**config.mk**
```make
export PLATFORM = sky130hd
export DESIGN_NAME = serial_word_deframer
export DESIGN_NICKNAME = d
export VERILOG_FILES = /design/src/rtl/deframer_pkg.sv /design/src/rtl/deframer_pulse.sv /design/src/rtl/deframer_datapath.sv /design/src/rtl/deframer_ctrl.sv /design/src/rtl/serial_word_deframer.sv
export SDC_FILE = /design/constraint.sdc
export NUM_CORES = 1
export LEC_CHECK = 0
export CAP_MARGIN = 20
export CORE_MARGIN = 2
export CORE_UTILIZATION = 28
export DETAILED_ROUTE_END_ITERATION = 10
export SYNTH_ARGS = -nofsm -noshare
export SYNTH_HDL_FRONTEND = slang
export SYNTH_SLANG_ARGS = --single-unit
```
**constraint.sdc**
```tcl
create_clock -name clk -period 2 [get_ports clk]
set_input_delay 0.4 -clock clk [delete_from_list [all_inputs] [get_ports clk]]
set_output_delay 0.4 -clock clk [all_outputs]
set_load 0.005 [all_outputs]
```
**src/rtl/deframer_pkg.sv**
```systemverilog
package deframer_pkg;

  typedef enum logic [1:0] {
    ST_IDLE,
    ST_START,
    ST_DATA,
    ST_STOP
  } frameState_t;

  // Strobes from control to datapath
  typedef struct packed {
    logic dclkFire;   // rising data-clock edge at a data-bit centre
    logic readyFire;  // start of the word-ready pulse
    logic abort;      // carrier lost or powered down: clear pulses
  } frameStrobe_t;

endpackage

```
**src/rtl/deframer_pulse.sv**
```systemverilog
module deframer_pulse #(
  parameter int LEN = 20
) (
  input  logic clk,
  input  logic rstN,
  input  logic fire,
  input  logic clear,
  output logic active
);
  localparam int CW = $clog2(LEN + 1);

  logic [CW-1:0] remain;

  always_ff @(posedge clk or negedge rstN) begin
    if (!rstN) begin
      active <= 1'b0;
      remain <= '0;
    end else if (clear) begin
      active <= 1'b0;
      remain <= '0;
    end else if (fire) begin
      active <= 1'b1;
      remain <= CW'(LEN - 1);
    end else if (active) begin
      if (remain == '0) active <= 1'b0;
      else remain <= remain - 1'b1;
    end
  end

endmodule

```
**src/rtl/deframer_datapath.sv**
```systemverilog
module deframer_datapath
  import deframer_pkg::*;
#(
  parameter int CLKS_PER_BIT = 2983
) (
  input  logic         clk,
  input  logic         rstN,
  input  logic         rxBit,
  input  logic         carrierOn,
  input  logic         powerDown,
  input  frameStrobe_t strb,
  output logic         rxSync,
  output logic         rxFall,
  output logic         dataOut,
  output logic         dclkOut,
  output logic         readyN
);
  localparam int HALF = CLKS_PER_BIT / 2;

  logic rxQ, rxPrev;
  logic dclkActive, readyActive;

  always_ff @(posedge clk or negedge rstN) begin
    if (!rstN) begin
      rxQ    <= 1'b1;
      rxPrev <= 1'b1;
    end else begin
      rxQ    <= rxBit;
      rxPrev <= rxQ;
    end
  end

  assign rxSync = rxQ;
  assign rxFall = rxPrev & ~rxQ;

  deframer_pulse #(.LEN(HALF)) dclkPulse_i (
    .clk(clk), .rstN(rstN), .fire(strb.dclkFire), .clear(strb.abort),
    .active(dclkActive)
  );

  deframer_pulse #(.LEN(HALF)) readyPulse_i (
    .clk(clk), .rstN(rstN), .fire(strb.readyFire), .clear(strb.abort),
    .active(readyActive)
  );

  assign dataOut = (powerDown | ~carrierOn) ? 1'b1 : rxBit;
  assign dclkOut = powerDown | dclkActive;
  assign readyN  = powerDown | ~readyActive;

  AST_DCLK_FOLLOWS_FIRE: assert property (@(posedge clk) disable iff (!rstN)
    strb.dclkFire |=> dclkOut);
  AST_READY_FOLLOWS_FIRE: assert property (@(posedge clk) disable iff (!rstN)
    strb.readyFire |=> (!readyN || powerDown));
  AST_ABORT_QUIETS: assert property (@(posedge clk) disable iff (!rstN)
    strb.abort |=> (powerDown || (!dclkOut && readyN)));
  AST_PD_PARKED: assert property (@(posedge clk) disable iff (!rstN)
    powerDown |-> (dataOut && dclkOut && readyN));

endmodule

```
**src/rtl/deframer_ctrl.sv**
```systemverilog
module deframer_ctrl
  import deframer_pkg::*;
#(
  parameter int CLKS_PER_BIT = 2983,
  parameter int DATA_BITS    = 8
) (
  input  logic         clk,
  input  logic         rstN,
  input  logic         enable,
  input  logic         rxSync,
  input  logic         rxFall,
  output frameStrobe_t strb
);
  localparam int HALF = CLKS_PER_BIT / 2;
  localparam int TW   = $clog2(CLKS_PER_BIT);
  localparam int BW   = $clog2(DATA_BITS);

  frameState_t   state;
  logic [TW-1:0] timer;
  logic [BW-1:0] bitCnt;
  logic          tick;

  assign tick = (timer == '0);

  always_ff @(posedge clk or negedge rstN) begin
    if (!rstN) begin
      state  <= ST_IDLE;
      timer  <= '0;
      bitCnt <= '0;
    end else if (!enable) begin
      state  <= ST_IDLE;
      timer  <= '0;
      bitCnt <= '0;
    end else begin
      case (state)
        ST_IDLE: if (rxFall) begin
          state <= ST_START;
          timer <= TW'(HALF - 1);
        end
        ST_START: if (!tick) timer <= timer - 1'b1;
          else if (!rxSync) begin
            state  <= ST_DATA;
            timer  <= TW'(CLKS_PER_BIT - 1);
            bitCnt <= '0;
          end else state <= ST_IDLE;
        ST_DATA: if (!tick) timer <= timer - 1'b1;
          else begin
            timer  <= TW'(CLKS_PER_BIT - 1);
            bitCnt <= bitCnt + 1'b1;
            if (bitCnt == BW'(DATA_BITS - 1)) state <= ST_STOP;
          end
        ST_STOP: if (!tick) timer <= timer - 1'b1;
          else state <= ST_IDLE;
        default: state <= ST_IDLE;
      endcase
    end
  end

  always_comb begin
    strb.dclkFire  = enable && (state == ST_DATA) && tick;
    strb.readyFire = enable && (state == ST_STOP) && tick && rxSync;
    strb.abort     = !enable;
  end

  AST_FIRES_EXCLUSIVE: assert property (@(posedge clk) disable iff (!rstN)
    $onehot0({strb.dclkFire, strb.readyFire}));
  AST_IDLE_NEEDS_FALL: assert property (@(posedge clk) disable iff (!rstN)
    (state == ST_IDLE && !rxFall) |=> (state == ST_IDLE));
  AST_OFF_GOES_IDLE: assert property (@(posedge clk) disable iff (!rstN)
    !enable |=> (state == ST_IDLE));

endmodule

```
**src/rtl/serial_word_deframer.sv**
```systemverilog
module serial_word_deframer
  import deframer_pkg::*;
#(
  parameter int CLKS_PER_BIT = 2983
) (
  input  logic clk,
  input  logic rstN,
  input  logic rxBit,
  input  logic carrierOn,
  input  logic powerDown,
  output logic dataOut,
  output logic dclkOut,
  output logic readyN
);
  frameStrobe_t strb;
  logic rxSync, rxFall, enable;

  assign enable = carrierOn & ~powerDown;

  deframer_ctrl #(.CLKS_PER_BIT(CLKS_PER_BIT), .DATA_BITS(8)) ctrl_i (
    .clk(clk), .rstN(rstN), .enable(enable), .rxSync(rxSync),
    .rxFall(rxFall), .strb(strb)
  );

  deframer_datapath #(.CLKS_PER_BIT(CLKS_PER_BIT)) dp_i (
    .clk(clk), .rstN(rstN), .rxBit(rxBit), .carrierOn(carrierOn),
    .powerDown(powerDown), .strb(strb), .rxSync(rxSync), .rxFall(rxFall),
    .dataOut(dataOut), .dclkOut(dclkOut), .readyN(readyN)
  );

endmodule

```
== Yosys cells after proc, flatten, opt, wreduce, memory -nomap -nowiden ==
Cells that the tools add are included.

* Add/subtract/negate cells: 4
* Equality and inequality tests: 17
* Muxes and demuxes: 37
* Bitwise logic cells: 9
* Reductions and logical operators: 14

{| class="wikitable"
|+ Operators with widths
! kind !! count
|-
| 11-bit 2-to-1 mux || 8
|-
| 12-bit 2-to-1 mux || 6
|-
| 12-bit one-hot mux with 4 select lines || 1
|-
| 3-bit != test (second input constant) || 10
|-
| 11-bit zero test || 2
|-
| 11-bit by 1-bit subtractor with 11-bit output (second input constant) || 2
|-
| 2-bit 2-to-1 mux || 7
|-
| 12-bit zero test || 1
|-
| 3-bit 2-to-1 mux || 4
|-
| 12-bit by 1-bit subtractor with 12-bit output (second input constant) || 1
|-
| 1-bit 2-to-1 mux || 9
|-
| 2-bit one-hot mux with 4 select lines || 1
|-
| 3-bit by 1-bit != test with 1-bit output (second input constant) || 2
|-
| 3-bit one-hot mux with 2 select lines || 1
|-
| 1-bit logical AND || 5
|-
| 5-bit AND reduction || 1
|-
| 2-bit == test (second input constant) || 2
|-
| 4-bit != test (second input constant) || 1
|-
| 1-bit inverter || 4
|-
| 2-bit AND reduction || 2
|-
| 4-bit AND reduction || 1
|-
| 3-bit by 1-bit adder with 3-bit output (second input constant) || 1
|-
| 3-bit == test (second input constant) || 1
|-
| 1-bit bitwise OR || 3
|-
| 4 further kinds || 5
|}

* Bits in registers: 43
* Input bits: 5
* Output and inout port bits: 3
* Word-level logic and storage cells: 90

== Depth between registers and ports, before layout ==
Gate-level depths: netlist of the first run.

* Depth after elaboration: 7
* Depth in mapped cells: 8
* Depth with buffers taken out: 7

== Cells and area by module ==
From an unflattened synthesis of the first run, not the netlist that was laid out.

* Cell total of the unflattened synthesis: 283
* Area, all modules: 2636.3 um^2

{| class="wikitable"
|+ Modules (own cells, without submodules)
! module !! times used !! cells an instance !! area each (um^2) !! seq. area each (um^2)
|-
| deframer_ctrl || 1 || 150 || 1286.2 || 425.4
|-
| deframer_pulse || 2 || 63 || 628.1 || 300.3
|-
| deframer_datapath || 1 || 6 || 80.1 || 52.6
|-
| serial_word_deframer || 1 || 1 || 13.8 || 0.0
|}

== Worst setup path after synthesis of the first run ==
Ideal clock, no wire load.

* Path type: register to register
* Start: register dp_i.dclkPulse_i.remain[7]
* End: register dp_i.dclkPulse_i.remain[1]
* Setup time: 74 ps
* Arrival time: 1878 ps
* Data required time: 1926 ps
* Path slack: 48 ps
* Stages on the path, launching flop included: 5
* Buffers on the path: 0
* Cell sequence: dfrtp_1 or4_4 o41ai_4 mux2_4 a21oi_2

* Word-level cells in the longest chain between the ends: 3

{| class="wikitable"
|+ RTL lines
! element !! RTL line !! source
|-
| start, declared || deframer_pulse.sv:12 || <nowiki>logic [CW-1:0] remain;</nowiki>
|-
| start signal, assigned || deframer_pulse.sv:23 || <nowiki>remain <= CW'(LEN - 1);</nowiki>
|-
| start signal, assigned || deframer_pulse.sv:26 || <nowiki>else remain <= remain - 1'b1;</nowiki>
|-
| 11-bit zero test || deframer_pulse.sv:25 || <nowiki>if (remain == '0) active <= 1'b0;</nowiki>
|-
| 3-bit != test (no line) || - ||
|-
| 2-bit AND reduction (no line) || - ||
|}

Every way passes these cells.
A chain may end at the register's enable or synchronous reset.

== Worst setup path after layout of the first run ==
* Start: register dp_i.dclkPulse_i.remain[2]
* End: register dp_i.dclkPulse_i.remain[1]

Same word-level chain as after synthesis.

==> results of run 1 <==
## per-stage QoR
step                area [um2]  std cells  hold slack (ns)
floorplan                 2600        281            0.104
global placement          2980        420            0.383
detailed placement        2980        420            0.388
CTS                       3100        428           0.0601
global route              3220        433           0.0828
finish                    3220        433           0.0494
## flip-flops by register name, summed over array words and instances, names as in the netlist
| name | flops |
|---|---|
| dp_i.dclkPulse_i.active | 1 |
| ctrl_i.state | 2 |
| dp_i.readyPulse_i.remain | 11 |
| dp_i.rxSync | 1 |
| dp_i.rxPrev | 1 |
| ctrl_i.bitCnt | 3 |
| dp_i.readyPulse_i.active | 1 |
| ctrl_i.timer | 12 |
| dp_i.dclkPulse_i.remain | 11 |
## cell type report
cell class | instances | share of cell area, %
clock buffer | 5 | 2.14
tap | 111 | 4.32
inverter | 18 | 2.10
multi-input combinational | 212 | 46.1
timing repair buffer | 41 | 10.4
sequential | 43 | 33.5
clock inverter | 3 | 1.36
## synthesized netlist by cell type (all sizes together) (7+ instances only)
cell type	count	area [um2]
a21oi	31	159
dfrtp	41	1030
ha	13	163
inv	18	67.6
nand2	15	56.3
nand3	7	35.0
nand4	7	43.8
nor2	32	123
nor3	13	70.1
o21ai	12	60.1
xnor2	7	61.3
xor2	8	70.1
## cell families (layout without fill, tap and decap cells)
| kind of cell | count (synthesis) | count (layout) | synth area share, % |
|---|---|---|---|
| AND/OR/NAND/NOR | 109 | 109 | 22.9 |
| AO/OA/AOI/OAI | 69 | 69 | 17.1 |
| flip-flops | 43 | 43 | 41.5 |
| buffers and inverters | 26 | 67 | 4.67 |
| XOR/XNOR | 15 | 15 | 5.05 |
| adder cells (fa/ha/maj) | 13 | 13 | 6.25 |
| multiplexers | 6 | 6 | 2.55 |
## how the worst max path moves through the flow
stage | from | end | slack [ns]
after global routing | dp_i.dclkPulse_i.remain[2] | dp_i.dclkPulse_i.remain[1] | -0.04
final | dp_i.dclkPulse_i.remain[2] | dp_i.dclkPulse_i.remain[1] | 0.04
after detailed placement | powerDown | dclkOut | -0.08
after floorplan | dp_i.dclkPulse_i.remain[7] | dp_i.dclkPulse_i.remain[1] | 0.05
after CTS | carrierOn | dataOut | 0.009
after global placement | powerDown | dclkOut | -0.07
## repair_timing
| item | CTS | global route |
|---|---|---|
| setup buffers | 0 | 4 |
| gates cloned | 0 | 1 |
| gates resized for setup | 3 | 22 |
| pin swaps | 0 | 13 |
| setup endpoints to repair | 4 | 24 |
## routing by layer
layer | vias to the layer above | global-route usage, % | routed length, um
met5 | - | 0 | 0
met4 | 0 | 1.90 | 32
met3 | 5 | 2.65 | 138
met2 | 22 | 20.0 | 2940
met1 | 1080 | 16.7 | 3000
li1 | 1096 | - | -
## power by group
part           switching (mW)  total, mW  leakage (nW)  internal [mW]
logic                   0.162      0.274         0.749          0.111
clock network           0.327      0.700        0.0581          0.372
registers              0.0135      0.896         0.591          0.882
==> flow_metrics.env, run 1 <==
export IMPL_outcome="complete, no violations"
export IMPL_syn_nets=299
export IMPL_hold_class="input pin to async pin"
export IMPL_synth_flop_cell="dfrtp_1"
export IMPL_nFillCells=944
export IMPL_synth_cell_types=57
export IMPL_hpwlAfterDp_um=4190
export IMPL_grt_pass1_vias=2170
export IMPL_area_growth_pct=23.7
export IMPL_clkLatencyLatePin_ns=0.30
export IMPL_num_vias=2203
export IMPL_grt_pass1_wl_um=9970
export IMPL_layout_area_seq_um2=1080
export IMPL_gp_congestion=0.797
export IMPL_slowest_stage="or4_4"
export IMPL_post_drt_wl_per_cell_um=14.1
export IMPL_ys_seq_area_share_pct=41.5
export IMPL_finalSetupViolCount=0
export IMPL_rsz0062_at_grt="yes"
export IMPL_drc=0
export IMPL_final_layout_size_suffix_gt1_share_pct=22.7
export IMPL_required_ns=2.24
export IMPL_worstSetupStartpointType="flip-flop"
export IMPL_cts_buffer_depth=2
export IMPL_io_pins=8
export IMPL_fin_tns_setup_ns=0
export IMPL_grt_max_degree=26
export IMPL_die_h_um=100
export IMPL_grt_antenna_before_repair=0
export IMPL_crit_cells=5
export IMPL_clock_tree_root_cell="clkbuf_8"
export IMPL_worst_pin_slew_ns=0.478
export IMPL_multiInputGateArea_um2=1480
export IMPL_rr_startpoint="dp_i.dclkPulse_i.remain[2]"
export IMPL_hold_buffers=0
export IMPL_p_total_mw=1.87
export IMPL_netlist_area_um2=2600
export IMPL_dp_slack_ns=-0.0770
export IMPL_fmax_ghz=0.511
export IMPL_cts_sinks=43
export IMPL_endpoint_kind="flip-flop"
export IMPL_critical_path_top_delay_family="simple AND/OR/NAND/NOR gates"
export IMPL_fp_row_count=35
export IMPL_finalMaxSlewViolations=0
export IMPL_numCtsBuffers=5
export IMPL_cts_tree="built"
export IMPL_final_util_pct=35.3
export IMPL_async_reset_ff_share_pct=100
export IMPL_ctsHtreeMaxLevel=2
export IMPL_overflow=0
export IMPL_ys_ff_latch=43
export IMPL_critPathMaxStageDelay_ns=0.57
export IMPL_powerDensity_nw_per_um2=581
export IMPL_worstPathArrival_ns=2.19
export IMPL_maxCapViolCount=0
export IMPL_r2r_slack_ns=0.04
export IMPL_critPathKind="flip-flop to flip-flop"
export IMPL_postSynthCellCount=281
export IMPL_vdd_drop_max_uv=255
export IMPL_antenna_cells=0
export IMPL_dieArea_um2=10100
export IMPL_synth_edf_count=0
export IMPL_dr_first_iter_drc_count=164
export IMPL_wl_um=6110
export IMPL_worst_clock_skew_ns=0.00411
export IMPL_cp_num_buf_inv=1
export IMPL_initial_core_util_pct=28.6
export IMPL_clkTransAtPathRegs_ns=0.09
export IMPL_most_common_layout_cells="dfrtp_1, nor2_1, buf_4"
export IMPL_relSlewSlack_pct=68.1
export IMPL_reg2regPathDepth=5
export IMPL_drt_antenna_violating_nets=0
export IMPL_die_w_um=100
export IMPL_via_per_inst=5.09
export IMPL_grt_usage_pct=12.1
export IMPL_ys_warn_count=0
export IMPL_worstPathMaxFanout=3
export IMPL_mostFrequentLayoutCell="dfrtp_1"
export IMPL_io_buffers=7
export IMPL_avgSynthCellArea_um2=9.26
export IMPL_setup_slack_ns=0.0442
export IMPL_period_needed_ns=1.96
export IMPL_power_leakage_nw=1.40
export IMPL_dr_pass1_iters=4
export IMPL_hold_viol=0
export IMPL_core_area_um2=9110
export IMPL_reg2reg_to="dp_i.dclkPulse_i.remain[1]"
export IMPL_fin_crit_sh_pct=97.8
export IMPL_path_cells="or4_4, o41ai_4, buf_4, mux2_4, a21oi_2"
export IMPL_nets=339
No activity file was read; power rests on OpenSTA's default activity.
==> inputs of run 2 (changes only) <==
--- a/config.mk
+++ b/config.mk
@@ -12,3 +12,4 @@
 export SYNTH_ARGS = -nofsm -noshare
 export SYNTH_HDL_FRONTEND = slang
 export SYNTH_SLANG_ARGS = --single-unit
+export TNS_END_PERCENT = 30
==> run 2 against run 1 <==
Cell count decreased by 0.92%. Design area decreased by 1.8%. Count of clock-buffer cells in the layout unchanged. Utilization decreased by 0.63 points. Non-clock buffer count decreased by 4. Sequential power about the same. Global-route usage unchanged. Critical path depth decreased by 1. Hold slack got worse by 0.0024 ns. Register-to-register slack about the same. Total power about the same. Combinational power about the same.
==> flow_metrics.env, run 2 (same netlist as run 1, synthesis figures left out) <==
export IMPL_rsz0062_at_grt="yes"
export IMPL_grt_usage_pct=12.1
export IMPL_numCtsBuffers=5
export IMPL_dr_pass1_iters=4
export IMPL_io_pins=8
export IMPL_area_growth_pct=21.5
export IMPL_fin_area_um2=3160
export IMPL_die_w_um=100
export IMPL_worstPathArrival_ns=1.56
export IMPL_clkLatencyLatePin_ns=0.30
export IMPL_period_needed_ns=1.96
export IMPL_final_util_pct=34.7
export IMPL_outcome="complete, no violations"
export IMPL_critPathMaxStageDelay_ns=0.50
export IMPL_hold_buffers=0
export IMPL_worstSetupStartpointType="input pin"
export IMPL_powerDensity_nw_per_um2=591
export IMPL_grt_pass1_wl_um=9970
export IMPL_fin_crit_sh_pct=98.0
export IMPL_worst_pin_slew_ns=0.474
export IMPL_worstPathMaxFanout=2
export IMPL_finalSetupViolCount=0
export IMPL_via_per_inst=5.08
export IMPL_grt_max_degree=26
export IMPL_clock_tree_root_cell="clkbuf_8"
export IMPL_fmax_ghz=0.510
export IMPL_hold_viol=0
export IMPL_fp_row_count=35
export IMPL_worst_clock_skew_ns=0.00438
export IMPL_num_vias=2178
export IMPL_place_area_um2=2980
export IMPL_grt_pass1_vias=2170
export IMPL_reg2regPathDepth=6
export IMPL_io_buffers=7
export IMPL_largest_reg_flops=12
export IMPL_largest_register="ctrl_i.timer"
export IMPL_cts_buffer_depth=2
export IMPL_critPathKind="input pin to output pin"
export IMPL_rr_startpoint="dp_i.dclkPulse_i.remain[7]"
export IMPL_overflow=0
export IMPL_nFillCells=941
export IMPL_nets=335
export IMPL_critical_path_top_delay_family="buffers and inverters"
export IMPL_multiInputGateArea_um2=1460
export IMPL_ctsHtreeMaxLevel=2
export IMPL_hold_class="input pin to async pin"
export IMPL_finalMaxSlewViolations=0
export IMPL_dieArea_um2=10100
export IMPL_path_cells="clkdlybuf4s50_1, nor2b_4, nand2b_1, clkdlybuf4s50_1"
export IMPL_vdd_drop_max_uv=255
export IMPL_final_layout_size_suffix_gt1_share_pct=20.4
export IMPL_clkTransAtPathRegs_ns=0.09
export IMPL_post_drt_wl_per_cell_um=14.0
export IMPL_dp_slack_ns=-0.0770
export IMPL_drt_antenna_violating_nets=0
export IMPL_layout_area_seq_um2=1080
export IMPL_antenna_cells=0
export IMPL_drc=0
export IMPL_wl_um=6010
export IMPL_reg_top3="ctrl_i.timer: 12 flops, dp_i.dclkPulse_i.remain: 11 flops, dp_i.readyPulse_i.remain: 11 flops"
export IMPL_maxCapViolCount=0
export IMPL_cts_tree="built"
export IMPL_r2r_slack_ns=0.05
export IMPL_crit_top_cell="clkdlybuf4s50_1"
export IMPL_die_h_um=100
export IMPL_required_ns=1.60
export IMPL_reg2reg_to="dp_i.dclkPulse_i.remain[7]"
export IMPL_initial_core_util_pct=28.6
export IMPL_mostFrequentLayoutCell="dfrtp_1"
export IMPL_relSlewSlack_pct=68.4
export IMPL_endpoint_kind="output pin"
export IMPL_cts_sinks=43
export IMPL_grt_antenna_before_repair=0
export IMPL_slowest_stage="clkdlybuf4s50_1"
export IMPL_cp_num_buf_inv=2
export IMPL_power_leakage_nw=1.37
export IMPL_setup_slack_ns=0.0407
export IMPL_gp_congestion=0.797
export IMPL_hpwlAfterDp_um=4190
export IMPL_most_common_layout_cells="dfrtp_1, nor2_1, a21oi_1"
export IMPL_dr_first_iter_drc_count=143
export IMPL_core_area_um2=9110
-- run 2: how the worst max path moves through the flow --
stage	startpoint	endpoint	cells past startpoint
final	carrierOn	dataOut	4
after global routing	dp_i.dclkPulse_i.remain[7]	dp_i.dclkPulse_i.remain[8]	5
after CTS	carrierOn	dataOut	4
after detailed placement	powerDown	dclkOut	3
after global placement	powerDown	dclkOut	3
after floorplan	dp_i.dclkPulse_i.remain[7]	dp_i.dclkPulse_i.remain[1]	4
-- run 2: worst reg2reg max path, delay by kind of cell (launching register included) --
kind	cells	cell delay, ns
xor gates and xnor gates	1	0.14
buffers and inverters	1	0.21
DFF	1	0.39
AOI/OAI and AO/OA	2	0.47
and+or+nand+nor	2	0.63
-- run 2: through the flow --
stage	cells	TNS [ns]	hold slack [ns]	power, mW
after global routing	429	-0.180	0.0828	1.96
after global placement	420	-0.157	0.383	1.15
final	429	0	0.0470	1.87
after floorplan	281	0	0.104	1.05
after CTS	428	0	0.0601	1.87
after detailed placement	420	-0.208	0.388	1.16
-- run 2: final cells by class --
type                       instances  share of cell area (%)
sequential                        43                    34.1
clock inverter                     3                    1.39
inverter                          18                    2.14
multi-input combinational        212                    46.2
clock buffer                       5                    2.18
tap                              111                    4.40
timing repair buffer              37                    9.58
-- run 2: report_power, final --
part / total [mW] / internal, mW / leakage (nW) / switching, mW
clock: 0.698 / 0.372 / 0.0581 / 0.326
combinational: 0.274 / 0.112 / 0.726 / 0.162
sequential: 0.896 / 0.882 / 0.591 / 0.0135
total: 1.87 / 1.37 / 1.37 / 0.501
-- run 2: layer usage --
metal	track usage (%)	wire (um)	part of all wire [%]
met5	0	0	0
met4	1.90	46	0.76
met3	2.65	140	2.3
met2	20.0	2840	47
met1	16.7	2990	50
-- run 2: timing repair --
item,CTS,global route
gates resized for setup,3,16
gates cloned,0,1
setup endpoints to repair,4,24
pin swaps,0,4
buffers inserted,0,0
==> inputs of run 3 (changes only) <==
--- a/config.mk
+++ b/config.mk
@@ -5,6 +5,7 @@
 export SDC_FILE = /design/constraint.sdc
 export NUM_CORES = 1
 export LEC_CHECK = 0
+export ABC_CLOCK_PERIOD_IN_PS = 2000
 export CAP_MARGIN = 20
 export CORE_MARGIN = 2
 export CORE_UTILIZATION = 28
==> results of run 3 <==
Same layout as run 2: the final DEF is identical, and so are final timing and power.
